## src/rtl/casc_irq_pkg.sv

```systemverilog
// Package: shared constants for the cascaded interrupt controller.
// Assumes a 32-bit source word on both levels; the summary bit
// positions and group slices are fixed by the controller's behaviour.
package casc_irq_pkg;
    localparam int SRC_W   = 32;
    localparam int IDX_W   = $clog2(SRC_W);
    localparam int VEC_W   = IDX_W + 1;
    localparam int ADDR_W  = 3;

    // primary positions that carry secondary group summaries
    localparam int SUM_HI_BIT  = 6;   // secondary 0-7
    localparam int SUM_MID_BIT = 5;   // secondary 8-15
    localparam int SUM_LO_BIT  = 4;   // secondary 16-31
    localparam logic [SRC_W-1:0] SUM_MASK = 32'h0000_0070;

    // register addresses
    typedef enum logic [ADDR_W-1:0] {
        REG_PSTAT = 3'd0,
        REG_PMASK = 3'd1,
        REG_PLAT  = 3'd2,
        REG_SSTAT = 3'd3,
        REG_SMASK = 3'd4,
        REG_VEC   = 3'd5
    } reg_addr_e;
endpackage

```

## src/rtl/irq_src_bank.sv

```systemverilog
// Module: irq_src_bank
// Synchronises a word of interrupt inputs and forms the status word.
// Bits selected by EDGE_MASK latch on a rising synchronised input and
// clear on a clear request unless an edge arrives in the same clock.
// Other bits mirror the last synchroniser stage. Assumes SYNC >= 2.
module irq_src_bank #(
    parameter int               W         = 32,
    parameter int               SYNC      = 2,
    parameter logic [W-1:0]     EDGE_MASK = '0
) (
    input  logic         clk,
    input  logic         rst_n,
    input  logic [W-1:0] raw_in,
    input  logic [W-1:0] clr_req,
    output logic [W-1:0] stat_o
);
    logic [W-1:0] sync_q [SYNC];
    logic [W-1:0] prev_q;
    logic [W-1:0] rise;

    // shift inputs through the synchroniser chain
    always_ff @(posedge clk) begin
        if (!rst_n) begin
            for (int k = 0; k < SYNC; k++) sync_q[k] <= '0;
        end else begin
            sync_q[0] <= raw_in;
            for (int k = 1; k < SYNC; k++) sync_q[k] <= sync_q[k-1];
        end
    end

    // remember the previous synchronised value for edge detection
    always_ff @(posedge clk) begin
        if (!rst_n) prev_q <= '0;
        else        prev_q <= sync_q[SYNC-1];
    end

    // 0-to-1 transitions seen this clock
    always_comb rise = sync_q[SYNC-1] & ~prev_q;

    for (genvar i = 0; i < W; i++) begin : g_bit
        if (EDGE_MASK[i]) begin : g_edge
            logic lat_q;
            // edge latch: a new edge outranks a clear in the same clock
            always_ff @(posedge clk) begin
                if (!rst_n)          lat_q <= 1'b0;
                else if (rise[i])    lat_q <= 1'b1;
                else if (clr_req[i]) lat_q <= 1'b0;
            end
            assign stat_o[i] = lat_q;
        end else begin : g_level
            assign stat_o[i] = sync_q[SYNC-1][i];
        end
    end
endmodule

```

## src/rtl/irq_first_set.sv

```systemverilog
// Module: irq_first_set
// Finds the index of the lowest set bit of a word and flags whether
// any bit is set. Index is zero when the word is empty.
module irq_first_set #(
    parameter int W  = 32,
    localparam int IW = $clog2(W)
) (
    input  logic [W-1:0]  vec_in,
    output logic [IW-1:0] idx_o,
    output logic          any_o
);
    // scan from the top so the lowest set bit is written last
    always_comb begin
        idx_o = '0;
        for (int i = W - 1; i >= 0; i--) begin
            if (vec_in[i]) idx_o = IW'(i);
        end
        any_o = |vec_in;
    end
endmodule

```

## src/rtl/irq_reg_if.sv

```systemverilog
// Module: irq_reg_if
// Register file of the controller: holds both masks, turns writes to
// the latch and secondary status addresses into per-bit clear requests
// for edge bits, and multiplexes the read data. Reads are
// combinational on the address; writes take effect on the clock edge.
module irq_reg_if
    import casc_irq_pkg::*;
#(
    parameter logic [SRC_W-1:0] PRI_EDGE = '0,
    parameter logic [SRC_W-1:0] SEC_EDGE = '0
) (
    input  logic              clk,
    input  logic              rst_n,
    input  logic              wr_en,
    input  logic [ADDR_W-1:0] addr,
    input  logic [SRC_W-1:0]  wdata,
    input  logic [SRC_W-1:0]  pstat,
    input  logic [SRC_W-1:0]  sstat,
    input  logic              vec_valid,
    input  logic [VEC_W-1:0]  vec_num,
    output logic [SRC_W-1:0]  pmask,
    output logic [SRC_W-1:0]  smask,
    output logic [SRC_W-1:0]  pclr,
    output logic [SRC_W-1:0]  sclr,
    output logic [SRC_W-1:0]  rdata
);
    logic wr_pmask, wr_smask, wr_plat, wr_sstat;

    // decode the write strobe per register
    always_comb begin
        wr_pmask = wr_en && (addr == REG_PMASK);
        wr_smask = wr_en && (addr == REG_SMASK);
        wr_plat  = wr_en && (addr == REG_PLAT);
        wr_sstat = wr_en && (addr == REG_SSTAT);
    end

    // mask registers
    always_ff @(posedge clk) begin
        if (!rst_n) begin
            pmask <= '0;
            smask <= '0;
        end else begin
            if (wr_pmask) pmask <= wdata;
            if (wr_smask) smask <= wdata;
        end
    end

    // zero bits in the written image clear edge latches only
    always_comb begin
        pclr = wr_plat  ? (~wdata & PRI_EDGE) : '0;
        sclr = wr_sstat ? (~wdata & SEC_EDGE) : '0;
    end

    // read multiplexer
    always_comb begin
        unique case (addr)
            REG_PSTAT: rdata = pstat;
            REG_PMASK: rdata = pmask;
            REG_PLAT:  rdata = pstat & PRI_EDGE;
            REG_SSTAT: rdata = sstat;
            REG_SMASK: rdata = smask;
            REG_VEC:   rdata = {vec_valid, {(SRC_W-1-VEC_W){1'b0}}, vec_num};
            default:   rdata = '0;
        endcase
    end
endmodule

```

## src/rtl/casc_irq_ctrl.sv

```systemverilog
// Module: casc_irq_ctrl (top)
// Two-level interrupt controller. The secondary bank's masked status
// is folded into three summary bits of the primary status; the
// primary masked status drives the CPU line and, with the secondary,
// the combined lowest-pending vector. Inputs are asynchronous and
// are synchronised inside; the register bus is synchronous to clk.
module casc_irq_ctrl
    import casc_irq_pkg::*;
#(
    parameter int               SYNC_STAGES = 2,
    parameter logic [SRC_W-1:0] PRI_EDGE    = 32'hF1CF_0000,
    parameter logic [SRC_W-1:0] SEC_EDGE    = 32'h1041_0000
) (
    input  logic              clk,
    input  logic              rst_n,
    input  logic [SRC_W-1:0]  pri_src,
    input  logic [SRC_W-1:0]  sec_src,
    input  logic              wr_en,
    input  logic [ADDR_W-1:0] addr,
    input  logic [SRC_W-1:0]  wdata,
    output logic [SRC_W-1:0]  rdata,
    output logic              cpu_irq,
    output logic              vec_valid,
    output logic [VEC_W-1:0]  vec_num
);
    logic [SRC_W-1:0] pmask, smask, pclr, sclr;
    logic [SRC_W-1:0] pbank, sstat, pstat;
    logic [SRC_W-1:0] pact, sact;
    logic [IDX_W-1:0] pidx, sidx;
    logic             pany, sany, sum_hit;

    irq_src_bank #(.W(SRC_W), .SYNC(SYNC_STAGES), .EDGE_MASK(PRI_EDGE & ~SUM_MASK))
    u_pri (.clk(clk), .rst_n(rst_n), .raw_in(pri_src & ~SUM_MASK),
           .clr_req(pclr), .stat_o(pbank));

    irq_src_bank #(.W(SRC_W), .SYNC(SYNC_STAGES), .EDGE_MASK(SEC_EDGE))
    u_sec (.clk(clk), .rst_n(rst_n), .raw_in(sec_src),
           .clr_req(sclr), .stat_o(sstat));

    // secondary enable and group summaries placed into the primary word
    always_comb begin
        sact  = sstat & smask;
        pstat = pbank & ~SUM_MASK;
        pstat[SUM_HI_BIT]  = |sact[7:0];
        pstat[SUM_MID_BIT] = |sact[15:8];
        pstat[SUM_LO_BIT]  = |sact[31:16];
        pact  = pstat & pmask;
    end

    irq_first_set #(.W(SRC_W)) u_pfind (.vec_in(pact), .idx_o(pidx), .any_o(pany));
    irq_first_set #(.W(SRC_W)) u_sfind (.vec_in(sact), .idx_o(sidx), .any_o(sany));

    // line, valid flag and combined vector
    always_comb begin
        cpu_irq   = |pact;
        sum_hit   = |(pact & SUM_MASK);
        vec_valid = pany;
        if (!pany)                 vec_num = '0;
        else if (sum_hit && sany)  vec_num = {1'b1, sidx};
        else                       vec_num = {1'b0, pidx};
    end

    irq_reg_if #(.PRI_EDGE(PRI_EDGE & ~SUM_MASK), .SEC_EDGE(SEC_EDGE))
    u_regs (.clk(clk), .rst_n(rst_n), .wr_en(wr_en), .addr(addr), .wdata(wdata),
            .pstat(pstat), .sstat(sstat), .vec_valid(vec_valid), .vec_num(vec_num),
            .pmask(pmask), .smask(smask), .pclr(pclr), .sclr(sclr), .rdata(rdata));
endmodule

```

## config.mk

```make
export PLATFORM = sky130hd
export DESIGN_NAME = casc_irq_ctrl
export DESIGN_NICKNAME = d
export VERILOG_FILES = /design/src/rtl/casc_irq_pkg.sv /design/src/rtl/irq_src_bank.sv /design/src/rtl/irq_first_set.sv /design/src/rtl/irq_reg_if.sv /design/src/rtl/casc_irq_ctrl.sv
export SDC_FILE = /design/constraint.sdc
export NUM_CORES = 1
export LEC_CHECK = 0
export ABC_CLOCK_PERIOD_IN_PS = 5200
export CORE_ASPECT_RATIO = 0.75
export CORE_UTILIZATION = 55
export CTS_BUF_LIST = sky130_fd_sc_hd__clkbuf_2
export CTS_CLUSTER_SIZE = 30
export DETAILED_ROUTE_END_ITERATION = 8
export DONT_BUFFER_PORTS = 1
export PLACE_DENSITY = 0.7
export RECOVER_POWER = 25
export REMOVE_ABC_BUFFERS = 1
export SLEW_MARGIN = 20
export SYNTH_ARGS = -nofsm -noshare
export SYNTH_HDL_FRONTEND = slang
export SYNTH_SLANG_ARGS = --single-unit
```

## constraint.sdc

```tcl
create_clock -name clk -period 5.2 [get_ports clk]
set_clock_uncertainty 0.1 [all_clocks]
set_input_delay 1.04 -clock clk [delete_from_list [all_inputs] [get_ports clk]]
set_output_delay 1.04 -clock clk [all_outputs]
set_load 0.01 [all_outputs]
```

### After elaboration in Yosys (flattened, before gate mapping)

Memories as Yosys holds them, arrays and structs flattened.
Cells that the tools add are included.

* equality and inequality tests: 5
* muxes and demuxes: 103
* bitwise logic cells: 11
* reductions and logical operators: 26

Operators by type and width (count)
* two-way mux 5 bit: 64
* case mux 32 bit (6 select lines): 1
* two-way mux 32 bit: 5
* AND 32 bit: 3
* inverter 32 bit: 2
* OR reduction 32 bit: 2
* two-way mux 1 bit: 30
* AND 29 bit: 1
* two-way mux 29 bit: 1
* inverter 29 bit: 1
* nonzero test 2 bit: 14
* OR reduction 16 bit: 1
* OR reduction 8 bit: 2
* two-way mux 6 bit: 2
* == test 3 x 2 -> 1 bit, second input constant: 2
* == test 3 bit, second input constant: 2
* logical AND 1 bit: 5
* OR 1 bit: 4
* == test 3 x 1 -> 1 bit, second input constant: 1
* zero test 3 bit: 1
* OR reduction 3 bit: 1

* register bits after elaboration: 139
* bits in writable memories: 128
* output and inout bits: 40
* memories kept: 2

Memories
* u_pri.sync_q: words 2, width 32, read ports 2, clocked after Yosys merged registers in 0, wr ports 2, RTL line irq_src_bank.sv:17 `logic [W-1:0] sync_q [SYNC];`
* u_sec.sync_q: words 2, width 32, read ports 2, clocked after Yosys merged registers in 0, wr ports 2, RTL line irq_src_bank.sv:17

### Longest topological paths before layout

An unclocked memory read counts as a cell.

* word-level depth: 39
* gate-level depth with buffers: 8

### Hierarchy

Synthesis repeated with hierarchy kept, for this count alone.

* cells, all modules: 1153
* area, all modules: 10271.1 sq um

By module, submodules not included
* irq_reg_if: times used 1, cells each 492, area an instance 3857.4 sq um, seq. area each 1281.2 sq um
* irq_src_bank (u_pri): times used 1, cells each 235, area an instance 2731.4 sq um, seq. area each 1721.7 sq um
* irq_src_bank (u_sec): times used 1, cells each 185, area an instance 2165.8 sq um, seq. area each 1401.3 sq um
* irq_first_set: times used 2, cells each 65, area an instance 385.4 sq um, seq. area each 0.0 sq um
* casc_irq_ctrl: times used 1, cells each 111, area an instance 745.7 sq um, seq. area each 0.0 sq um

### Worst setup path after synthesis

No wires, ideal clock.

* path type: input to output
* from: in addr[1]
* to: out rdata[16]
* arrival time: 2419 ps
* setup slack: 1641 ps
* cell stages on the path: 8
* cell sequence: clkbuf_1 -> inv_1 -> nand2_1 -> nor2_1 -> clkbuf_1 -> clkbuf_1 -> nand2_1 -> o21ai_0

* word-level cells in the longest chain between the ends: 2
* elaborated cells between the ends (all ways): 7

RTL lines
* start, declared: RTL line casc_irq_ctrl.sv:19 `input logic [ADDR_W-1:0] addr,`
* == test 3 bit (tied with other cells): RTL line irq_reg_if.sv:56 `unique case (addr)`
* case mux 32 bit (6 select lines) *: RTL line irq_reg_if.sv:56
* end, declared: RTL line casc_irq_ctrl.sv:21 `output logic [SRC_W-1:0] rdata,`

Mark *: on every way between the ends. The rest lies on a longest branch, timed or not.

==> impl_metrics.yaml <==
synthesis:
  synth_top_cell_by_area: "dfxtp_1"
  synth_area_um2: 8547
  synth_edf_count: 0
  synth_seq_cells: 214
  avgSynthCellArea_um2: 9.073
  yosys_warnings: 0
  synth_cell_type_count: 60
  netlist.area_leader.share_pct: 50.12
  seq_area_frac_synth_pct: 50.12
  async_flop_share_pct: 0
  synth_ff_type: "dfxtp_1"
  yosysMostFrequentCell: "dfxtp_1"
  yosys-top-cells-count: "dfxtp_1, nand2_1, and2_1, a21boi_0, clkbuf_1"
  netlist_top_cells_area: "dfxtp_1, and2_1, nand2_1"
  synthCells: 942
critical_path:
  crit_required_ps: 4060
  cp-start-kind: "flop"
  cp-end-kind: "output port"
  worst_ep_arrival_time_ps: 3190
  crit_fanout: 5
  path_class: "flop to output port"
sta:
  drv_slew: 0
  hold_violations: 0
  setup_ws_ps: 865.8
  setup_viol: 0
  fmax_mhz: 230.7
  period_share_pct: 83.35
  worst_pin_slew_ps: 1097
  max_slew_margin_pct: 26.64
  period_needed_ps: 4334
  rsz0062_at_grt: "false"
  fin_tns_setup_ps: 0
cells_and_area:
  finalInstanceArea_um2: 9079
  layout.nets: 1050
  diodes: 0
  fill_cells: 1387
  area_delta_synth_final_pct: 6.222
  drive_gt1_share_pct: 9.796
floorplan:
  core_um2: 15220
  ioPinCount: 142
  floorplan.initialDensity_pct: 56.14
  core.rowCount: 39
  fp.dieW_um: 145.9
  die_h_um: 110.0
  die_area_um2: 16050
clocking:
  clkLatencyLatePin_ps: 780
  cts_root_buf: "clkbuf_2"
  numCtsBuffers: 49
  cts_resized: 0
  cts_max_level: 2
  post_cts_buffers: 0
  cts_sinks: 214
  clockBufferDepth: 3
  path_clk_slew_ps: 130
  cts_tree: "yes"
  cts_hold_buf: 0
outcome:
  status: "finished clean"
place:
  portBuffers: 0
  hpwl_um: 15160
  place_ws_ps: 1483
  gp_congestion: 0.9507
  placed_area_um2: 8670
grt:
  antenna_found_initial: 0
  grt_max_degree: 215
  grt_pass1_vias: 6447
  grt-ovfl-total: 0
  grt_pass1_wl_um: 34100
  grt_use_total_pct: 27.60
route:
  wire_per_inst_um: 18.95
  vias: 6911
  first_pass_iters: 5
  vias_per_cell: 5.832
  ant_nets: 0
  drcViolationCount: 0
  wirelength_um: 22450
  drtIter0Drc: 666
worst_hold_path:
  hold_class: "primary input to flop"
power_and_ir_drop:
  p_per_area_nw_per_um2: 315.7
  irDropWorstVdd_v: 0.0001888
  p_leak_nw: 3.533
job:
  max_cap_viol_count: 0
-- critical path, cell delays in order (launching register included) --
cell      delay, ps
dfxtp_1         350
a22oi_1         430
nand4_1         300
nand2_1         190
nand2_1         130
nand4b_2        400
a32o_1          390
a21o_1          210
-- cell families (layout without fill, tap and decap cells) --
family / Yosys count / count (layout) / synth area share (%)
flip-flops: 214 / 214 / 50.12
multiplexers: 15 / 15 / 1.771
buffers and inverters: 56 / 94 / 2.547
AND/OR/NAND/NOR: 411 / 411 / 23.95
AO/OA/AOI/OAI: 246 / 246 / 21.61
-- area by class of cell --
cell class                 instances  area, µm²  area share [%]
sequential                       214       4284           47.19
timing repair buffer               7      52.55          0.5788
inverter                           4      17.52          0.1929
clock buffer                      72      360.3           3.969
tap                              205      256.5           2.825
clock inverter                    11      48.80          0.5375
multi-input combinational        672       4059           44.71
-- flip-flops by register name (all words and copies together) (netlist names) --
register	cells
u_sec.prev_q	3
u_regs.smask	32
u_pri.prev_q	11
u_pri.sync_q	58
u_pri.g_bit.g_edge.lat_q	11
u_regs.pmask	32
u_sec.sync_q	64
u_sec.g_bit.g_edge.lat_q	3
-- cell usage in the layout (no fill, tap or decap), types with 21 or more instances in the layout --
master	n
o21ai_0	36
clkbuf_2	72
dfxtp_1	214
a21oi_1	21
a22o_1	27
a21boi_0	68
nor2_1	24
and2_1	126
a22oi_1	26
nand2_1	198
-- layer usage --
metal | GRT usage, % | wire, µm | vias up
met5 | 0 | 0 | -
met4 | 8.722 | 280 | 0
met3 | 9.502 | 2565 | 21
met2 | 42.21 | 9646 | 342
met1 | 36.70 | 9960 | 3261
li1 | - | - | 3287
-- power by group --
group	total, mW	internal [mW]	switching, mW	leakage (nW)
logic	0.139	0.0636	0.0753	1.46
registers	1.74	1.70	0.0408	1.76
clock network	0.985	0.365	0.620	0.313
-- final timing paths --
path / startpoint / end / slack, ps / cells past startpoint
setup / recovery: u_sec.sync_q[0][42] / rdata[1] / 870 / 7
hold / removal: wdata[25] / u_regs.pmask[25] / 260 / 2
setup reg to reg: u_regs.smask[20] / u_regs.smask[20] / 4310 / 2
hold reg to reg: u_sec.sync_q[0][18] / u_sec.sync_q[0][50] / 320 / 1
-- stage by stage --
step                hold slack, ps  std cells  total power, mW  util, %
floorplan                    311.8        890            1.869        -
global placement             314.2       1102            1.909    56.94
CTS                          199.9       1185            2.901    59.63
global route                 204.3       1185            3.015    59.63
finish                       257.3       1185            2.866    59.63
detailed placement           316.9       1102            1.916    56.94
Power figures use the tool's default switching activity.
